===== src/rtl/pwr_wake_pkg.sv =====
`timescale 1ns/1ps
package pwr_wake_pkg;
  typedef enum logic [1:0] {
    PM_D0     = 2'b00,
    PM_D3COLD = 2'b10,
    PM_D3HOT  = 2'b11
  } pm_state_e;

  // wake sources, index order matches the enable field bit order
  localparam int unsigned NUM_SRC   = 3;
  localparam int unsigned SRC_MAGIC = 0;
  localparam int unsigned SRC_FRAME = 1;
  localparam int unsigned SRC_LINK  = 2;

  // field positions
  localparam int unsigned PS_LSB      = 0;
  localparam int unsigned PS_W        = 2;
  localparam int unsigned PME_EN_BIT  = 8;
  localparam int unsigned PME_STS_BIT = 15;
  localparam int unsigned SRC_EN_LSB  = 27;
endpackage


===== src/rtl/pwr_rst_sync.sv =====
`timescale 1ns/1ps
module pwr_rst_sync #(
  parameter int unsigned STAGES = 2
) (
  input  logic clk,
  input  logic rst_n_in,
  output logic rst_n_out
);
  logic [STAGES-1:0] sync_q;

  always_ff @(posedge clk or negedge rst_n_in) begin
    if (!rst_n_in) sync_q <= '0;
    else           sync_q <= {sync_q[STAGES-2:0], 1'b1};
  end

  assign rst_n_out = sync_q[STAGES-1];
endmodule


===== src/rtl/pwr_cfg_decode.sv =====
`timescale 1ns/1ps
module pwr_cfg_decode #(
  parameter int unsigned       ADDR_W    = 8,
  parameter logic [ADDR_W-1:0] PMCSR_OFS = 'h54,
  parameter logic [ADDR_W-1:0] USER_OFS  = 'h40
) (
  input  logic              cfg_wr,
  input  logic [ADDR_W-1:0] cfg_addr,
  input  logic              access_ok,
  output logic              sel_pmcsr,
  output logic              sel_user,
  output logic              wr_pmcsr,
  output logic              wr_user
);
  always_comb begin
    sel_pmcsr = access_ok && (cfg_addr == PMCSR_OFS);
    sel_user  = access_ok && (cfg_addr == USER_OFS);
    wr_pmcsr  = sel_pmcsr && cfg_wr;
    wr_user   = sel_user && cfg_wr;
  end
endmodule


===== src/rtl/pwr_state_ctrl.sv =====
`timescale 1ns/1ps
module pwr_state_ctrl
  import pwr_wake_pkg::*;
(
  input  logic            clk,
  input  logic            rst_n,
  input  logic            main_pwr_ok,
  input  logic            wr_pmcsr,
  input  logic [PS_W-1:0] wr_state,
  output pm_state_e       state_q,
  output logic            access_ok
);
  pm_state_e state_d;
  logic      state_ce;
  logic      legal_req;

  assign legal_req = (wr_state == PM_D0) || (wr_state == PM_D3HOT);

  always_comb begin
    state_d  = state_q;
    state_ce = 1'b0;
    if (!main_pwr_ok) begin
      state_d  = PM_D3COLD;
      state_ce = (state_q != PM_D3COLD);
    end else if (state_q == PM_D3COLD) begin
      state_d  = PM_D0;
      state_ce = 1'b1;
    end else if (wr_pmcsr && legal_req) begin
      state_d  = pm_state_e'(wr_state);
      state_ce = 1'b1;
    end
  end

  always_ff @(posedge clk or negedge rst_n) begin
    if (!rst_n)        state_q <= PM_D0;
    else if (state_ce) state_q <= state_d;
  end

  assign access_ok = main_pwr_ok && (state_q != PM_D3COLD);

  AST_RSV_STATE_IGNORED: assert property (@(posedge clk) disable iff (!rst_n)
    (main_pwr_ok && wr_pmcsr && !legal_req) |=> (state_q == $past(state_q)));
  AST_COLD_ON_LOSS: assert property (@(posedge clk) disable iff (!rst_n)
    !main_pwr_ok |=> (state_q == PM_D3COLD));
  AST_COLD_EXIT_D0: assert property (@(posedge clk) disable iff (!rst_n)
    (main_pwr_ok && state_q == PM_D3COLD) |=> (state_q == PM_D0));
endmodule


===== src/rtl/wake_status_core.sv =====
`timescale 1ns/1ps
module wake_status_core #(
  parameter int unsigned NSRC = 3
) (
  input  logic            clk,
  input  logic            rst_n,
  input  logic            wr_user,
  input  logic [NSRC-1:0] wr_src_en,
  input  logic            wr_pmcsr,
  input  logic            wr_pme_en,
  input  logic            wr_sts_clr,
  input  logic [NSRC-1:0] evt,
  output logic [NSRC-1:0] src_en_q,
  output logic            pme_en_q,
  output logic            pme_sts_q
);
  logic [NSRC-1:0] evt_hit;
  logic            any_hit;
  logic            sts_d, sts_ce;

  for (genvar i = 0; i < NSRC; i++) begin : g_gate
    assign evt_hit[i] = evt[i] & src_en_q[i];
  end
  assign any_hit = |evt_hit;

  always_comb begin
    sts_d  = pme_sts_q;
    sts_ce = 1'b0;
    if (any_hit) begin
      sts_d  = 1'b1;
      sts_ce = 1'b1;
    end else if (wr_pmcsr && wr_sts_clr) begin
      sts_d  = 1'b0;
      sts_ce = 1'b1;
    end
  end

  always_ff @(posedge clk or negedge rst_n) begin
    if (!rst_n)       src_en_q <= '0;
    else if (wr_user) src_en_q <= wr_src_en;
  end

  always_ff @(posedge clk or negedge rst_n) begin
    if (!rst_n)        pme_en_q <= 1'b0;
    else if (wr_pmcsr) pme_en_q <= wr_pme_en;
  end

  always_ff @(posedge clk or negedge rst_n) begin
    if (!rst_n)      pme_sts_q <= 1'b0;
    else if (sts_ce) pme_sts_q <= sts_d;
  end

  AST_STS_SET_ON_EVENT: assert property (@(posedge clk) disable iff (!rst_n)
    (|(evt & src_en_q)) |=> pme_sts_q);
  AST_STS_NO_SPURIOUS: assert property (@(posedge clk) disable iff (!rst_n)
    (!pme_sts_q && !(|(evt & src_en_q))) |=> !pme_sts_q);
  AST_STS_W1C: assert property (@(posedge clk) disable iff (!rst_n)
    (wr_pmcsr && wr_sts_clr && !(|(evt & src_en_q))) |=> !pme_sts_q);
  AST_STS_STICKY: assert property (@(posedge clk) disable iff (!rst_n)
    (pme_sts_q && !(wr_pmcsr && wr_sts_clr)) |=> pme_sts_q);
endmodule


===== src/rtl/pwr_wake_ctrl.sv =====
`timescale 1ns/1ps
module pwr_wake_ctrl
  import pwr_wake_pkg::*;
#(
  parameter int unsigned       ADDR_W    = 8,
  parameter int unsigned       DATA_W    = 32,
  parameter logic [ADDR_W-1:0] PMCSR_OFS = 'h54,
  parameter logic [ADDR_W-1:0] USER_OFS  = 'h40
) (
  input  logic              clk,
  input  logic              rst_n,
  input  logic              main_pwr_ok,
  input  logic              cfg_wr,
  input  logic [ADDR_W-1:0] cfg_addr,
  input  logic [DATA_W-1:0] cfg_wdata,
  output logic [DATA_W-1:0] cfg_rdata,
  input  logic              ev_link_chg,
  input  logic              ev_frame_match,
  input  logic              ev_magic_match,
  output logic [1:0]        pwr_state,
  output logic              pme_oe,
  output logic              pme_level
);
  logic               rst_n_s;
  logic               access_ok;
  logic               sel_pmcsr, sel_user, wr_pmcsr, wr_user;
  pm_state_e          state_q;
  logic [NUM_SRC-1:0] evt_vec;
  logic [NUM_SRC-1:0] src_en_q;
  logic               pme_en_q, pme_sts_q;
  logic               unused_wdata;

  assign unused_wdata = ^cfg_wdata;

  pwr_rst_sync #(.STAGES(2)) u_rst_sync (
    .clk       (clk),
    .rst_n_in  (rst_n),
    .rst_n_out (rst_n_s)
  );

  pwr_cfg_decode #(
    .ADDR_W    (ADDR_W),
    .PMCSR_OFS (PMCSR_OFS),
    .USER_OFS  (USER_OFS)
  ) u_decode (
    .cfg_wr    (cfg_wr),
    .cfg_addr  (cfg_addr),
    .access_ok (access_ok),
    .sel_pmcsr (sel_pmcsr),
    .sel_user  (sel_user),
    .wr_pmcsr  (wr_pmcsr),
    .wr_user   (wr_user)
  );

  pwr_state_ctrl u_state (
    .clk         (clk),
    .rst_n       (rst_n_s),
    .main_pwr_ok (main_pwr_ok),
    .wr_pmcsr    (wr_pmcsr),
    .wr_state    (cfg_wdata[PS_LSB +: PS_W]),
    .state_q     (state_q),
    .access_ok   (access_ok)
  );

  always_comb begin
    evt_vec            = '0;
    evt_vec[SRC_MAGIC] = ev_magic_match;
    evt_vec[SRC_FRAME] = ev_frame_match;
    evt_vec[SRC_LINK]  = ev_link_chg;
  end

  wake_status_core #(.NSRC(NUM_SRC)) u_status (
    .clk        (clk),
    .rst_n      (rst_n_s),
    .wr_user    (wr_user),
    .wr_src_en  (cfg_wdata[SRC_EN_LSB +: NUM_SRC]),
    .wr_pmcsr   (wr_pmcsr),
    .wr_pme_en  (cfg_wdata[PME_EN_BIT]),
    .wr_sts_clr (cfg_wdata[PME_STS_BIT]),
    .evt        (evt_vec),
    .src_en_q   (src_en_q),
    .pme_en_q   (pme_en_q),
    .pme_sts_q  (pme_sts_q)
  );

  always_comb begin
    cfg_rdata = '0;
    if (sel_pmcsr) begin
      cfg_rdata[PS_LSB +: PS_W] = state_q;
      cfg_rdata[PME_EN_BIT]     = pme_en_q;
      cfg_rdata[PME_STS_BIT]    = pme_sts_q;
    end
    if (sel_user) begin
      cfg_rdata[SRC_EN_LSB +: NUM_SRC] = src_en_q;
    end
  end

  assign pwr_state = state_q;
  assign pme_oe    = pme_sts_q & pme_en_q;
  assign pme_level = 1'b0;

  AST_PME_HELD: assert property (@(posedge clk) disable iff (!rst_n_s)
    (pme_oe && !wr_pmcsr) |=> pme_oe);
  AST_COLD_READ_ZERO: assert property (@(posedge clk) disable iff (!rst_n_s)
    (pwr_state == PM_D3COLD) |-> (cfg_rdata == '0));
  AST_STATE_KEEPS_PME: assert property (@(posedge clk) disable iff (!rst_n_s)
    (pme_oe && wr_pmcsr && !cfg_wdata[PME_STS_BIT] && cfg_wdata[PME_EN_BIT]) |=> pme_oe);
endmodule


===== config.mk =====
export PLATFORM = sky130hd
export DESIGN_NAME = pwr_wake_ctrl
export DESIGN_NICKNAME = d
export VERILOG_FILES = /design/src/rtl/pwr_wake_pkg.sv /design/src/rtl/pwr_rst_sync.sv /design/src/rtl/pwr_cfg_decode.sv /design/src/rtl/pwr_state_ctrl.sv /design/src/rtl/wake_status_core.sv /design/src/rtl/pwr_wake_ctrl.sv
export SDC_FILE = /design/constraint.sdc
export NUM_CORES = 1
export LEC_CHECK = 0
export BUFFER_PORTS_ARGS = -buffer_cell sky130_fd_sc_hd__buf_2
export CORE_MARGIN = 2
export CORE_UTILIZATION = 32
export DETAILED_ROUTE_END_ITERATION = 12
export HOLD_SLACK_MARGIN = 0.06
export PLACE_DENSITY = 0.78
export SETUP_SLACK_MARGIN = 0.1
export SYNTH_ARGS = -nofsm -noshare
export SYNTH_HDL_FRONTEND = slang
export SYNTH_SLANG_ARGS = --single-unit

===== constraint.sdc =====
create_clock -name clk -period 1.3 [get_ports clk]
set_clock_uncertainty 0.1 [all_clocks]
set_input_delay 0.13 -clock clk [delete_from_list [all_inputs] [get_ports clk]]
set_output_delay 0.13 -clock clk [all_outputs]
set_load 0.05 [all_outputs]

Word level (Yosys, flattened, before mapping)
Index checks and enable logic that the tools add are counted.
- mux-type cells: 14
- bitwise logic cells: 4
- reductions and logical operators: 13
- equal/unequal tests: 6
- operators with widths (cell ; count):
    $eq A8 B7 Y1 const B ; 2
    $mux W1 ; 9
    $mux W2 ; 4
    $logic_and A1 B1 Y1 ; 7
    $and A1 B1 Y1 ; 4
    $eq A2 B2 Y1 const B ; 2
    $reduce_and A2 Y1 ; 2
    $mux W3 ; 1
    $ne A3 B1 Y1 const B ; 1
    $reduce_or A3 Y1 ; 1
    $logic_not A2 Y1 ; 1
    $ne A2 B2 Y1 const B ; 1
    $reduce_bool A2 Y1 ; 1
    $logic_or A1 B1 Y1 ; 1
- logic and storage cells: 42
- output and inout port bits: 36
- register bits: 9

Longest topological paths before layout
Gate-level depths: netlist (run 1).
- depth in word-level cells: 9
- mapped depth: 4
- depth with buffers taken out: 4

Hierarchy
From an unflattened synthesis (run 1), not the netlist that was laid out.
- cell total of the unflattened synthesis: 71
- area total of the unflattened synthesis: 699.4 µm²
- by module, submodules not included (module ; times used ; cells each ; area each (µm²) ; sequential area each (µm²)):
    pwr_wake_ctrl ; 1 ; 35 ; 249.0 ; 0.0
    wake_status_core ; 1 ; 12 ; 192.7 ; 125.1
    pwr_state_ctrl ; 1 ; 12 ; 116.4 ; 50.0
    pwr_cfg_decode ; 1 ; 9 ; 87.6 ; 0.0
    pwr_rst_sync ; 1 ; 3 ; 53.8 ; 50.0

Least setup slack after synthesis (run 1)
OpenSTA, ideal clock, no wires.
- path type: reg2out
- from: register u_state.state_q[0]
- to: output port cfg_rdata[1]
- arrival: 2.030 ns
- stages on the path, launching flop included: 3
- slack: -0.960 ns
- path buffers: 0
- path through: dfrtp_1 > o2111ai_1 > nor3_1
- longest elaborated chain between the ends: 4
- RTL lines (what ; RTL line ; text):
    start: declaration ; pwr_state_ctrl.sv:10 ; output pm_state_e state_q,
    start signal: assignment ; pwr_state_ctrl.sv:36 ; else if (state_ce) state_q <= state_d;
    $ne A2 B2 Y1 ; pwr_state_ctrl.sv:39 ; assign access_ok = main_pwr_ok && (state_q != PM_D3COLD);
    $logic_and A1 B1 Y1 ; pwr_state_ctrl.sv:39 ;
    $logic_and A1 B1 Y1 ; pwr_cfg_decode.sv:16 ; sel_pmcsr = access_ok && (cfg_addr == PMCSR_OFS);
    $mux W2 ; pwr_wake_ctrl.sv:88 ; if (sel_pmcsr) begin
    end: declaration ; pwr_wake_ctrl.sv:16 ; output logic [DATA_W-1:0] cfg_rdata,
No other way between the ends.

Worst setup path in the final report (run 1)
- from: register u_state.state_q[1]
- to: output port cfg_rdata[15]
- longest elaborated chain between the ends: 4
- RTL lines (what ; RTL line):
    $ne A2 B2 Y1 ; pwr_state_ctrl.sv:39
    $logic_and A1 B1 Y1 ; pwr_state_ctrl.sv:39
    $logic_and A1 B1 Y1 ; pwr_cfg_decode.sv:16
    $mux W1 ; pwr_wake_ctrl.sv:88
No other way between the ends.

==> metrics.log, run 1 <==
INFO  metric die_area = 2580 µm²
INFO  metric drt_first_pass_iters = 4
INFO  metric worst_setup_path_start_kind = flip-flop
INFO  metric slowest_stage = sky130_fd_sc_hd__dfrtp_2
INFO  metric end_kind = output pin
INFO  metric cts_inserted_buffers = 3
INFO  metric num_io_pins = 83
INFO  metric worst_ir_drop_vdd = 0.580 mV
INFO  metric synth_edf_count = 0
INFO  metric synth-main-ff-cell = sky130_fd_sc_hd__dfrtp_1
INFO  metric power-per-cell-area = 671 nW/µm²
INFO  metric floorplan.die.height = 50.8 µm
INFO  metric finalCritPeriodShare = 122%
INFO  metric clkSlewWorstSetupHoldPaths = 60 ps
INFO  metric initialDrtViolationCount = 10
INFO  metric hpwl_detailed = 1170 µm
INFO  metric drt_wl_total = 1660 µm
INFO  metric routabilityCongestion = 0.767
INFO  metric setup_slack = -281 ps
INFO  metric cts_sinks = 9
INFO  metric report.final.setup_viol = 12
INFO  metric violations = negative setup slack
INFO  metric synth_area = 702 µm²
INFO  metric placedInstanceArea = 887 µm²
INFO  metric register_area_share_after_synthesis = 32.1%
INFO  metric finalWorstPathRequiredPeriod = 1580 ps
INFO  metric core-area = 2020 µm²
INFO  metric grt_setup_unrepaired = yes
INFO  metric finalMaxSlewViolations = 0
INFO  metric diodes = 0
INFO  metric average_size_of_a_mapped_cell = 9.75 µm²
INFO  metric grt_pass1_vias = 590
INFO  metric final_core_utilization = 61.1%
INFO  metric wl_per_cell = 10.6 µm
INFO  metric num_rows = 16
INFO  metric path_delay_family = flip-flops
INFO  metric ys.warnings.count = 0
INFO  metric gr-total-overflow = 0
INFO  metric top_area_cells_in_the_synthesized_netlist = sky130_fd_sc_hd__dfrtp_1 32%, sky130_fd_sc_hd__buf_4 28%, sky130_fd_sc_hd__mux2_4 6.4%
INFO  metric crit_path_max_incr_delay = 420 ps
INFO  metric critPathMaxFanout = 3
INFO  metric critPathKind = reg2out
INFO  metric initial_core_util = 34.7%
INFO  metric post-synth-top-count-cell = sky130_fd_sc_hd__buf_4
INFO  metric required_arrival_time_at_the_worst_endpoint = 1070 ps
INFO  metric post-synth-top-area-fraction = 32.1%
INFO  metric timing.critical_path.arrival = 1350 ps
INFO  metric timing.critical_path.cells = inv_4, o2111ai_4, nor2_4, and2_4, buf_8
INFO  metric post-synth-top-area-cell = sky130_fd_sc_hd__dfrtp_1
INFO  metric port_buffers = 31
INFO  metric synth.ff_latch_count = 9
INFO  metric fraction_of_final_layout_cells_with_drive_strength_greater_than_1 = 55.0%
INFO  metric drcViolationCount = 0
INFO  metric htreeDepth = 1
INFO  metric fp.dieW = 50.8 µm
INFO  metric flow.area_growth_from_synthesis = 75.9%
INFO  metric synthCells = 72
INFO  metric status = finished with violations
INFO  metric wire_length_of_the_first_global_routing_pass = 2560 µm
INFO  metric maxCapViolations = 0
INFO  metric finalInstanceArea = 1230 µm²
INFO  metric cts_tree = done
INFO  metric power.leakage = 0.000607 µW
INFO  metric number_of_failing_hold_endpoints_at_the_final_stage = 0
INFO  metric antenna_found_initial = 0
INFO  metric netlist-cell-type-count = 24
INFO  metric nets = 177
INFO  metric cts_buffer_depth = 2
INFO  metric largest_net_degree_at_the_start_of_global_routing = 8
INFO  metric clockRootBuffer = sky130_fd_sc_hd__clkbuf_4
INFO  metric routed-via-count = 646
INFO  metric globalRouteTotalUtil = 13.4%
INFO  metric clock_insertion_delay_worst_skew = 260 ps
INFO  metric postRouteAntennaNets = 0
INFO  metric critPathBufInv = 2
INFO  metric viasPerCell = 4.14
INFO  metric synth.cells.most_frequent = 26 x sky130_fd_sc_hd__buf_4, 9 x sky130_fd_sc_hd__dfrtp_1, 4 x sky130_fd_sc_hd__and2_1, 4 x sky130_fd_sc_hd__nand2_1
INFO  metric maxClockFrequency = 633 MHz
INFO  metric hold_path_class = in2async
INFO  metric synth_async_sr_flop_share = 100%
==> cell usage in the layout, fill, tap and decap left out, types with 2 or more instances in the layout <==
cell                            instances
sky130_fd_sc_hd__conb_1                27
sky130_fd_sc_hd__buf_2                 20
sky130_fd_sc_hd__dlygate4sd3_1         11
sky130_fd_sc_hd__buf_8                  9
sky130_fd_sc_hd__buf_6                  7
sky130_fd_sc_hd__buf_4                  7
sky130_fd_sc_hd__dfrtp_1                7
sky130_fd_sc_hd__and2_4                 4
sky130_fd_sc_hd__mux2_4                 4
sky130_fd_sc_hd__and3_4                 3
sky130_fd_sc_hd__nand2_1                3
sky130_fd_sc_hd__clkbuf_4               3
sky130_fd_sc_hd__nand3_4                2
sky130_fd_sc_hd__and3_1                 2
sky130_fd_sc_hd__dfrtp_2                2
==> power by group <==
part / internal, µW / leakage [µW] / total [µW] / switching (µW)
sequential: 299 / 0.000114 / 312 / 13.0
combinational: 75.8 / 0.000478 / 305 / 229
clock: 118 / 0.0000150 / 212 / 93.8
total: 493 / 0.000607 / 829 / 336
==> worst register-to-register path: cells and delay by family (launching register included) <==
| kind | cells | cell delay (ps) |
|---|---|---|
| flops | 1 | 440 |
| compound gates | 1 | 320 |
| buf+inv | 1 | 140 |
| simple gates | 1 | 70 |
| mux | 1 | 300 |
==> path summary, 6_finish.rpt <==
path,end,slack (ps),startpoint,depth (start not counted)
min in group clk,u_state.state_q[1]$_DFFE_PN0P_,90,cfg_wdata[0],3
min,u_rst_sync.sync_q[1]$_DFF_PN0_,80,rst_n,2
max reg2reg,u_status.src_en_q[2]$_DFFE_PN0P_,-180,u_state.state_q[0]$_DFFE_PN0P_,4
min reg2reg,u_rst_sync.sync_q[1]$_DFF_PN0_,250,u_rst_sync.sync_q[0]$_DFF_PN0_,0
max in group asynchronous,u_state.state_q[0]$_DFFE_PN0P_,290,u_rst_sync.sync_q[1]$_DFF_PN0_,1
max,cfg_rdata[15],-280,u_state.state_q[1]$_DFFE_PN0P_,5
==> layer usage <==
metal	GRT usage, %	up-vias	share of wire [%]
met3	4.68	0	7.9
li1	-	313	-
met5	0	-	0
met2	26.1	39	56
met4	1.35	0	0
met1	14.2	294	36
==> repair_timing <==
action / 4_1_cts / 5_1_grt
setup endpoints to repair: 16 / 17
pin swaps: 14 / 7
setup buffers: 6 / 3
endpoints found under the hold margin: 15 / 0
gates resized for setup: 41 / 8
hold buffers: 11 / 0
==> state kept, by name, indices dropped and copies added, names as in the netlist <==
signal,cells
u_status.pme_sts_q,1
u_rst_sync.sync_q,2
u_status.src_en_q,3
u_state.state_q,2
u_status.pme_en_q,1
==> layout make-up <==
class | count | area, µm²
Fill cell | 170 | 787
Clock buffer | 4 | 26.3
Timing Repair Buffer | 54 | 477
Inverter | 1 | 6.26
Tap cell | 27 | 33.8
Sequential cell | 9 | 228
Multi-Input combinational cell | 61 | 464
==> per-stage QoR <==
step / setup WS, ps / total power, µW / hold WS (ps) / setup TNS (ps) / cells
floorplan: -210 / 577 / -266 / -1980 / 97
global placement: -340 / 575 / -183 / -3560 / 136
detailed placement: -377 / 581 / -181 / -3970 / 136
CTS: -310 / 836 / 65.1 / -2820 / 154
global route: -365 / 872 / 79.6 / -3490 / 156
finish: -281 / 829 / 78.8 / -2820 / 156
==> logic make-up (layout without fill, tap and decap cells) <==
kind of cell	count (synthesis)	count (layout)	synth area share, %
AOI/OAI and AO/OA	9	9	9.98
buffers and inverters	27	59	28.3
DFF	9	9	32.1
other	2	27	1.07
and+or+nand+nor	21	21	20.5
muxes	4	4	8.02
No activity file was read; power rests on OpenSTA's default activity.
==> run 2, diff against run 1 <==
Settings changed: MAX_ROUTING_LAYER set to met4.
==> run 2 against run 1 <==
The flow still finishes with violations (negative setup slack). Die area unchanged. Power barely moved. Hold slack hardly changed. Largest cell class unchanged. Clock power about the same. Critical path depth did not move. Sequential share of layout area is the same. Design area unchanged. Non-clock buffer count unchanged. Maximum frequency hardly changed. Combinational power barely moved. Largest power group unchanged. Core utilization did not move. First-iteration DRC count stayed put.
==> metrics.log, run 2 (synthesized netlist as in run 1, its figures left out) <==
INFO  metric status = finished with violations (unchanged)
INFO  metric violations = negative setup slack (unchanged)
INFO  metric power-per-cell-area = 671 nW/µm² (about the same)
INFO  metric clockRootBuffer = sky130_fd_sc_hd__clkbuf_4 (unchanged)
INFO  metric most-common-layout-cells = 27 x sky130_fd_sc_hd__conb_1, 20 x sky130_fd_sc_hd__buf_2, 11 x sky130_fd_sc_hd__dlygate4sd3_1, 9 x sky130_fd_sc_hd__buf_8 (unchanged)
INFO  metric drt_wl_total = 1660 µm (unchanged)
INFO  metric rr_endpoint = u_status.src_en_q[2]$_DFFE_PN0P_ (unchanged)
INFO  metric fp.dieW = 50.8 µm (unchanged)
INFO  metric finalWorstPathRequiredPeriod = 1580 ps (about the same)
INFO  metric fin_worst_hold_slack = 79.0 ps (was 78.8 ps)
INFO  metric grt_setup_unrepaired = yes (unchanged)
INFO  metric number_of_failing_hold_endpoints_at_the_final_stage = 0 (unchanged)
INFO  metric maxClockFrequency = 633 MHz (about the same)
INFO  metric nets = 177 (unchanged)
INFO  metric num_io_pins = 83 (unchanged)
INFO  metric reg2reg_setup_slack = -180 ps (about the same)
INFO  metric end_kind = output pin (unchanged)
INFO  metric clkSlewWorstSetupHoldPaths = 60 ps (about the same)
INFO  metric grt_pass1_vias = 586 (was 590)
INFO  metric port_buffers = 31 (unchanged)
INFO  metric initialDrtViolationCount = 10 (unchanged)
INFO  metric antenna_found_initial = 0 (unchanged)
INFO  metric cts_inserted_buffers = 3 (unchanged)
INFO  metric routed-via-count = 646 (unchanged)
INFO  metric cts_buffer_depth = 2 (unchanged)
INFO  metric diodes = 0 (unchanged)
INFO  metric cts_tree = done (unchanged)
INFO  metric htreeDepth = 1 (unchanged)
INFO  metric worst_setup_path_start_kind = flip-flop (unchanged)
INFO  metric pre_cts_ws = -377 ps (unchanged)
INFO  metric largest_net_degree_at_the_start_of_global_routing = 8 (unchanged)
INFO  metric timing.critical_path.arrival = 1350 ps (about the same)
INFO  metric largest_reg_flops = 3 (unchanged)
INFO  metric drt_first_pass_iters = 4 (unchanged)
INFO  metric core-area = 2020 µm² (unchanged)
INFO  metric viasPerCell = 4.14 (unchanged)
INFO  metric finalCritPeriodShare = 122% (about the same)
INFO  metric hold_path_class = in2async (unchanged)
INFO  metric critPathMaxFanout = 3 (unchanged)
INFO  metric globalRouteTotalUtil = 13.8% (was 13.4%)
INFO  metric hpwl_detailed = 1170 µm (unchanged)
INFO  metric report.final.setup_viol = 12 (unchanged)
INFO  metric setup_tns = -2810 ps (was -2820 ps)
INFO  metric required_arrival_time_at_the_worst_endpoint = 1070 ps (about the same)
INFO  metric initial_core_util = 34.7% (unchanged)
INFO  metric fraction_of_final_layout_cells_with_drive_strength_greater_than_1 = 55.0% (unchanged)
INFO  metric cts_sinks = 9 (unchanged)
INFO  metric postRouteAntennaNets = 0 (unchanged)
INFO  metric worst_r2r_path_depth = 4 (unchanged)
INFO  metric gr-total-overflow = 0 (unchanged)
INFO  metric die_area = 2580 µm² (unchanged)
INFO  metric reg2reg_from = u_state.state_q[0]$_DFFE_PN0P_ (unchanged)
INFO  metric finalMaxSlewViolations = 0 (unchanged)
INFO  metric largest_registers = u_status.src_en_q x3, u_rst_sync.sync_q x2, u_state.state_q x2 (unchanged)
INFO  metric layout_commonest_cell = sky130_fd_sc_hd__conb_1 (unchanged)
INFO  metric dpl.cell_count = 136 (unchanged)
INFO  metric area.sequential = 228 µm² (unchanged)
INFO  metric maxCapViolations = 0 (unchanged)
INFO  metric critPathKind = reg2out (unchanged)
INFO  metric footprint_of_the_multi_input_gates = 464 µm² (unchanged)
INFO  metric flow.area_growth_from_synthesis = 75.9% (unchanged)
INFO  metric wl_per_cell = 10.6 µm (unchanged)
INFO  metric max_flop_register = u_status.src_en_q (unchanged)
INFO  metric power.leakage = 0.000607 µW (unchanged)
INFO  metric drcViolationCount = 0 (unchanged)
INFO  metric routabilityCongestion = 0.777 (was 0.767)
INFO  metric wire_length_of_the_first_global_routing_pass = 2560 µm (unchanged)
INFO  metric final_cell_count_no_fill = 156 (unchanged)
INFO  metric worst_ir_drop_vdd = 0.580 mV (about the same)
INFO  metric clock_insertion_delay_worst_skew = 260 ps (about the same)
INFO  metric setup_slack = -281 ps (about the same)
INFO  metric total_power_draw = 828 µW (was 829 µW)
INFO  metric floorplan.die.height = 50.8 µm (unchanged)
INFO  metric num_rows = 16 (unchanged)
INFO  metric fillers = 170 (unchanged)
==> run 2: cell counts in the layout (fill, tap and decap cells not counted) <==
No cell type changed its count.
==> run 2: timing repair <==
action                     CTS  global route
hold endpoints to repair    15             0
gates resized for setup     41             8
setup endpoints to repair   16            17
setup buffers                6             3
hold buffers                11             0
pin swaps                   14             7
==> run 2: worst max path at each step <==
stage	start	endpoint	slack [ps]	cells after the start
global placement	cfg_addr[1]	cfg_rdata[15]	-340	6
finish	u_state.state_q[1]$_DFFE_PN0P_	cfg_rdata[15]	-280	5
detailed placement	cfg_addr[1]	cfg_rdata[8]	-380	6
floorplan	u_state.state_q[1]$_DFFE_PN0P_	u_status.src_en_q[0]$_DFFE_PN0P_	-210	4
global route	u_state.state_q[1]$_DFFE_PN0P_	cfg_rdata[8]	-370	5
CTS	u_state.state_q[1]$_DFFE_PN0P_	cfg_rdata[29]	-310	4
==> run 2: area by class of cell <==
| type | count | share of cell area, % |
|---|---|---|
| tap | 27 | 2.74 |
| timing repair buffer | 54 | 38.6 |
| inverter | 1 | 0.507 |
| multi-input combinational | 61 | 37.6 |
| sequential | 9 | 18.4 |
| clock buffer | 4 | 2.13 |
==> run 2: worst max-delay path, stage by stage, from the launching register on <==
cell,delay [ps]
sky130_fd_sc_hd__dfrtp_2,420
sky130_fd_sc_hd__inv_4,80
sky130_fd_sc_hd__o2111ai_4,150
sky130_fd_sc_hd__nor2_4,150
sky130_fd_sc_hd__and2_4,160
sky130_fd_sc_hd__buf_8,140
==> run 2: metrics by stage <==
step                util, %  instance area, µm²
floorplan                 -                 841
global placement       43.9                 887
detailed placement     43.9                 887
CTS                    58.7                1190
global route           61.1                1230
finish                 61.1                1230
==> run 2: layer usage <==
layer	up-vias	track usage [%]	share of wire, %
met3	0	4.68	7.8
met5	-	-	0
met1	294	14.2	36
met4	0	1.35	0
met2	39	26.1	57
li1	313	-	-
==> run 2: where the power goes <==
| group | internal (µW) | switching (µW) |
|---|---|---|
| Clock | 118 | 93.6 |
| Sequential | 299 | 13.0 |
| Combinational | 75.8 | 229 |
==> run 3, diff against run 2 <==
Settings changed: SETUP_SLACK_MARGIN 0.1 to unset.
==> run 3 against run 2 <==
The flow still finishes with violations (negative setup slack). Sequential cell count stayed put. Non-clock buffer count shrank 4. Core utilization decreased by 4.3 points. Power shrank 1.3%. Routed wire length fell by 2.7%. Combinational power fell by 4%. Cell count is 2.6% lower. Design area fell by 7.1%. Sequential power about the same.
==> metrics.log, run 3 (synthesized netlist as in run 1, its figures left out) <==
INFO  metric wl_per_cell = 10.6 µm (about the same)
INFO  metric viasPerCell = 4.12 (was 4.14)
INFO  metric setup_slack = -309 ps (was -281 ps)
INFO  metric violations = negative setup slack (unchanged)
INFO  metric path_delay_family = flip-flops (unchanged)
INFO  metric critPathKind = reg2out (unchanged)
INFO  metric final_core_utilization = 56.7% (was 61.1%)
INFO  metric number_of_failing_hold_endpoints_at_the_final_stage = 0 (unchanged)
INFO  metric flow.area_growth_from_synthesis = 63.5% (was 75.9%)
INFO  metric grt_pass1_vias = 564 (was 586)
INFO  metric routed-via-count = 626 (was 646)
INFO  metric initial_core_util = 34.7% (unchanged)
INFO  metric globalRouteTotalUtil = 13.8% (about the same)
INFO  metric routabilityCongestion = 0.720 (was 0.777)
INFO  metric postRouteAntennaNets = 0 (unchanged)
INFO  metric floorplan.die.height = 50.8 µm (unchanged)
INFO  metric cts_tree = done (unchanged)
INFO  metric core-area = 2020 µm² (unchanged)
INFO  metric antenna_found_initial = 0 (unchanged)
INFO  metric num_io_pins = 83 (unchanged)
INFO  metric fraction_of_final_layout_cells_with_drive_strength_greater_than_1 = 49.6% (was 55.0%)
INFO  metric most-common-layout-cells = 27 x sky130_fd_sc_hd__conb_1, 22 x sky130_fd_sc_hd__buf_2, 11 x sky130_fd_sc_hd__dlygate4sd3_1, 7 x sky130_fd_sc_hd__buf_8, 7 x sky130_fd_sc_hd__dfrtp_1 (was 27 x sky130_fd_sc_hd__conb_1, 20 x sky130_fd_sc_hd__buf_2, 11 x sky130_fd_sc_hd__dlygate4sd3_1, 9 x sky130_fd_sc_hd__buf_8)
INFO  metric cts_sinks = 9 (unchanged)
INFO  metric fin_worst_hold_slack = 67.4 ps (was 79.0 ps)
INFO  metric fp.dieW = 50.8 µm (unchanged)
INFO  metric power-per-cell-area = 712 nW/µm² (was 671 nW/µm²)
INFO  metric port_buffers = 31 (unchanged)
INFO  metric cts_buffer_depth = 2 (unchanged)
INFO  metric finalCritPeriodShare = 124% (was 122%)
INFO  metric timing.critical_path.arrival = 1380 ps (was 1350 ps)
INFO  metric path_depth = 4 (was 5)
INFO  metric placedInstanceArea = 880 µm² (was 887 µm²)
INFO  metric critPathMaxFanout = 5 (was 3)
INFO  metric largest_reg_flops = 3 (unchanged)
INFO  metric largest_net_degree_at_the_start_of_global_routing = 8 (unchanged)
INFO  metric num_rows = 16 (unchanged)
INFO  metric clockRootBuffer = sky130_fd_sc_hd__clkbuf_4 (unchanged)
INFO  metric status = finished with violations (unchanged)
INFO  metric drt_first_pass_iters = 4 (unchanged)
INFO  metric grt_setup_unrepaired = yes (unchanged)
INFO  metric timing.critical_path.cells = inv_4, o2111a_2, and3_4, buf_8 (was inv_4, o2111ai_4, nor2_4, and2_4, buf_8)
INFO  metric finalWorstPathRequiredPeriod = 1610 ps (was 1580 ps)
INFO  metric power.leakage = 0.000589 µW (was 0.000607 µW)
INFO  metric finalMaxSlewViolations = 0 (unchanged)
INFO  metric gr-total-overflow = 0 (unchanged)
INFO  metric end_kind = output pin (unchanged)
INFO  metric drt_wl_total = 1620 µm (was 1660 µm)
INFO  metric worst_r2r_path_depth = 4 (unchanged)
INFO  metric largest_registers = u_status.src_en_q x3, u_rst_sync.sync_q x2, u_state.state_q x2 (unchanged)
INFO  metric worst_setup_path_start_kind = flip-flop (unchanged)
INFO  metric crit_path_max_incr_delay = 420 ps (about the same)
INFO  metric maxClockFrequency = 621 MHz (was 633 MHz)
INFO  metric drcViolationCount = 0 (unchanged)
INFO  metric diodes = 0 (unchanged)
INFO  metric critPathBufInv = 2 (unchanged)
INFO  metric cts_inserted_buffers = 3 (unchanged)
INFO  metric initialDrtViolationCount = 13 (was 10)
INFO  metric total_power_draw = 817 µW (was 828 µW)
INFO  metric nets = 173 (was 177)
INFO  metric max_flop_register = u_status.src_en_q (unchanged)
INFO  metric htreeDepth = 1 (unchanged)
INFO  metric finalInstanceArea = 1150 µm² (was 1230 µm²)
INFO  metric slowest_stage = sky130_fd_sc_hd__dfrtp_2 (unchanged)
INFO  metric die_area = 2580 µm² (unchanged)
INFO  metric wire_length_of_the_first_global_routing_pass = 2490 µm (was 2560 µm)
INFO  metric layout_commonest_cell = sky130_fd_sc_hd__conb_1 (unchanged)
INFO  metric required_arrival_time_at_the_worst_endpoint = 1070 ps (about the same)
INFO  metric clkSlewWorstSetupHoldPaths = 60 ps (about the same)
INFO  metric fillers = 187 (was 170)
INFO  metric maxCapViolations = 0 (unchanged)
INFO  metric clock_insertion_delay_worst_skew = 260 ps (about the same)
INFO  metric report.final.setup_viol = 11 (was 12)
INFO  metric hold_path_class = in2async (unchanged)
INFO  metric hpwl_detailed = 1190 µm (was 1170 µm)
INFO  metric worst_ir_drop_vdd = 0.647 mV (was 0.580 mV)
## run 3: cell count changes in the layout (fill, tap and decap cells not counted), sizes merged
| cell | change |
|---|---|
| buf | -4 |
## run 3: per-stage QoR
stage | setup slack (ps) | setup TNS, ps | instances
global route | -382 | -3570 | 152
CTS | -343 | -2930 | 151
detailed placement | -373 | -3980 | 135
finish | -309 | -2850 | 152
global placement | -340 | -3570 | 135
floorplan | -210 | -1980 | 97
## run 3: what timing repair did
item,CTS,global route
hold buffers,11,0
setup buffers,1,2
hold endpoints to repair,15,0
pin swaps,6,6
cloned,0,0
endpoints found under the setup margin,12,13
gates resized for setup,24,13
## run 3: per-layer routing
metal  share of wire, %  global-route usage (%)
met1                 34                    13.1
met2                 58                    25.9
met3                8.4                    5.26
met4                  0                    4.05
met5                  0                       -
## run 3: final cells by class
cell class	instances	area (µm²)	area share [%]
multi-input combinational	61	438	38.2
timing repair buffer	50	415	36.2
sequential	9	228	19.8
tap	27	33.8	2.94
clock buffer	4	26.3	2.29
inverter	1	6.26	0.545
## run 3: final timing paths
path	startpoint	end	slack (ps)
min in group clk	cfg_wdata[15]	u_status.pme_sts_q$_DFFE_PN0P_	80
setup / recovery	u_state.state_q[1]$_DFFE_PN0P_	cfg_rdata[27]	-310
hold / removal	rst_n	u_rst_sync.sync_q[0]$_DFF_PN0_	70
hold reg to reg	u_rst_sync.sync_q[0]$_DFF_PN0_	u_rst_sync.sync_q[1]$_DFF_PN0_	250
setup reg to reg	u_state.state_q[0]$_DFFE_PN0P_	u_status.src_en_q[0]$_DFFE_PN0P_	-220
max in group asynchronous	u_rst_sync.sync_q[1]$_DFF_PN0_	u_state.state_q[1]$_DFFE_PN0P_	300
## run 3: power breakdown
part / leakage [µW] / switching, µW / internal, µW
clock: 0.0000150 / 97.7 / 118
combinational: 0.000460 / 224 / 67.5
sequential: 0.000114 / 11.1 / 299
total: 0.000589 / 333 / 484
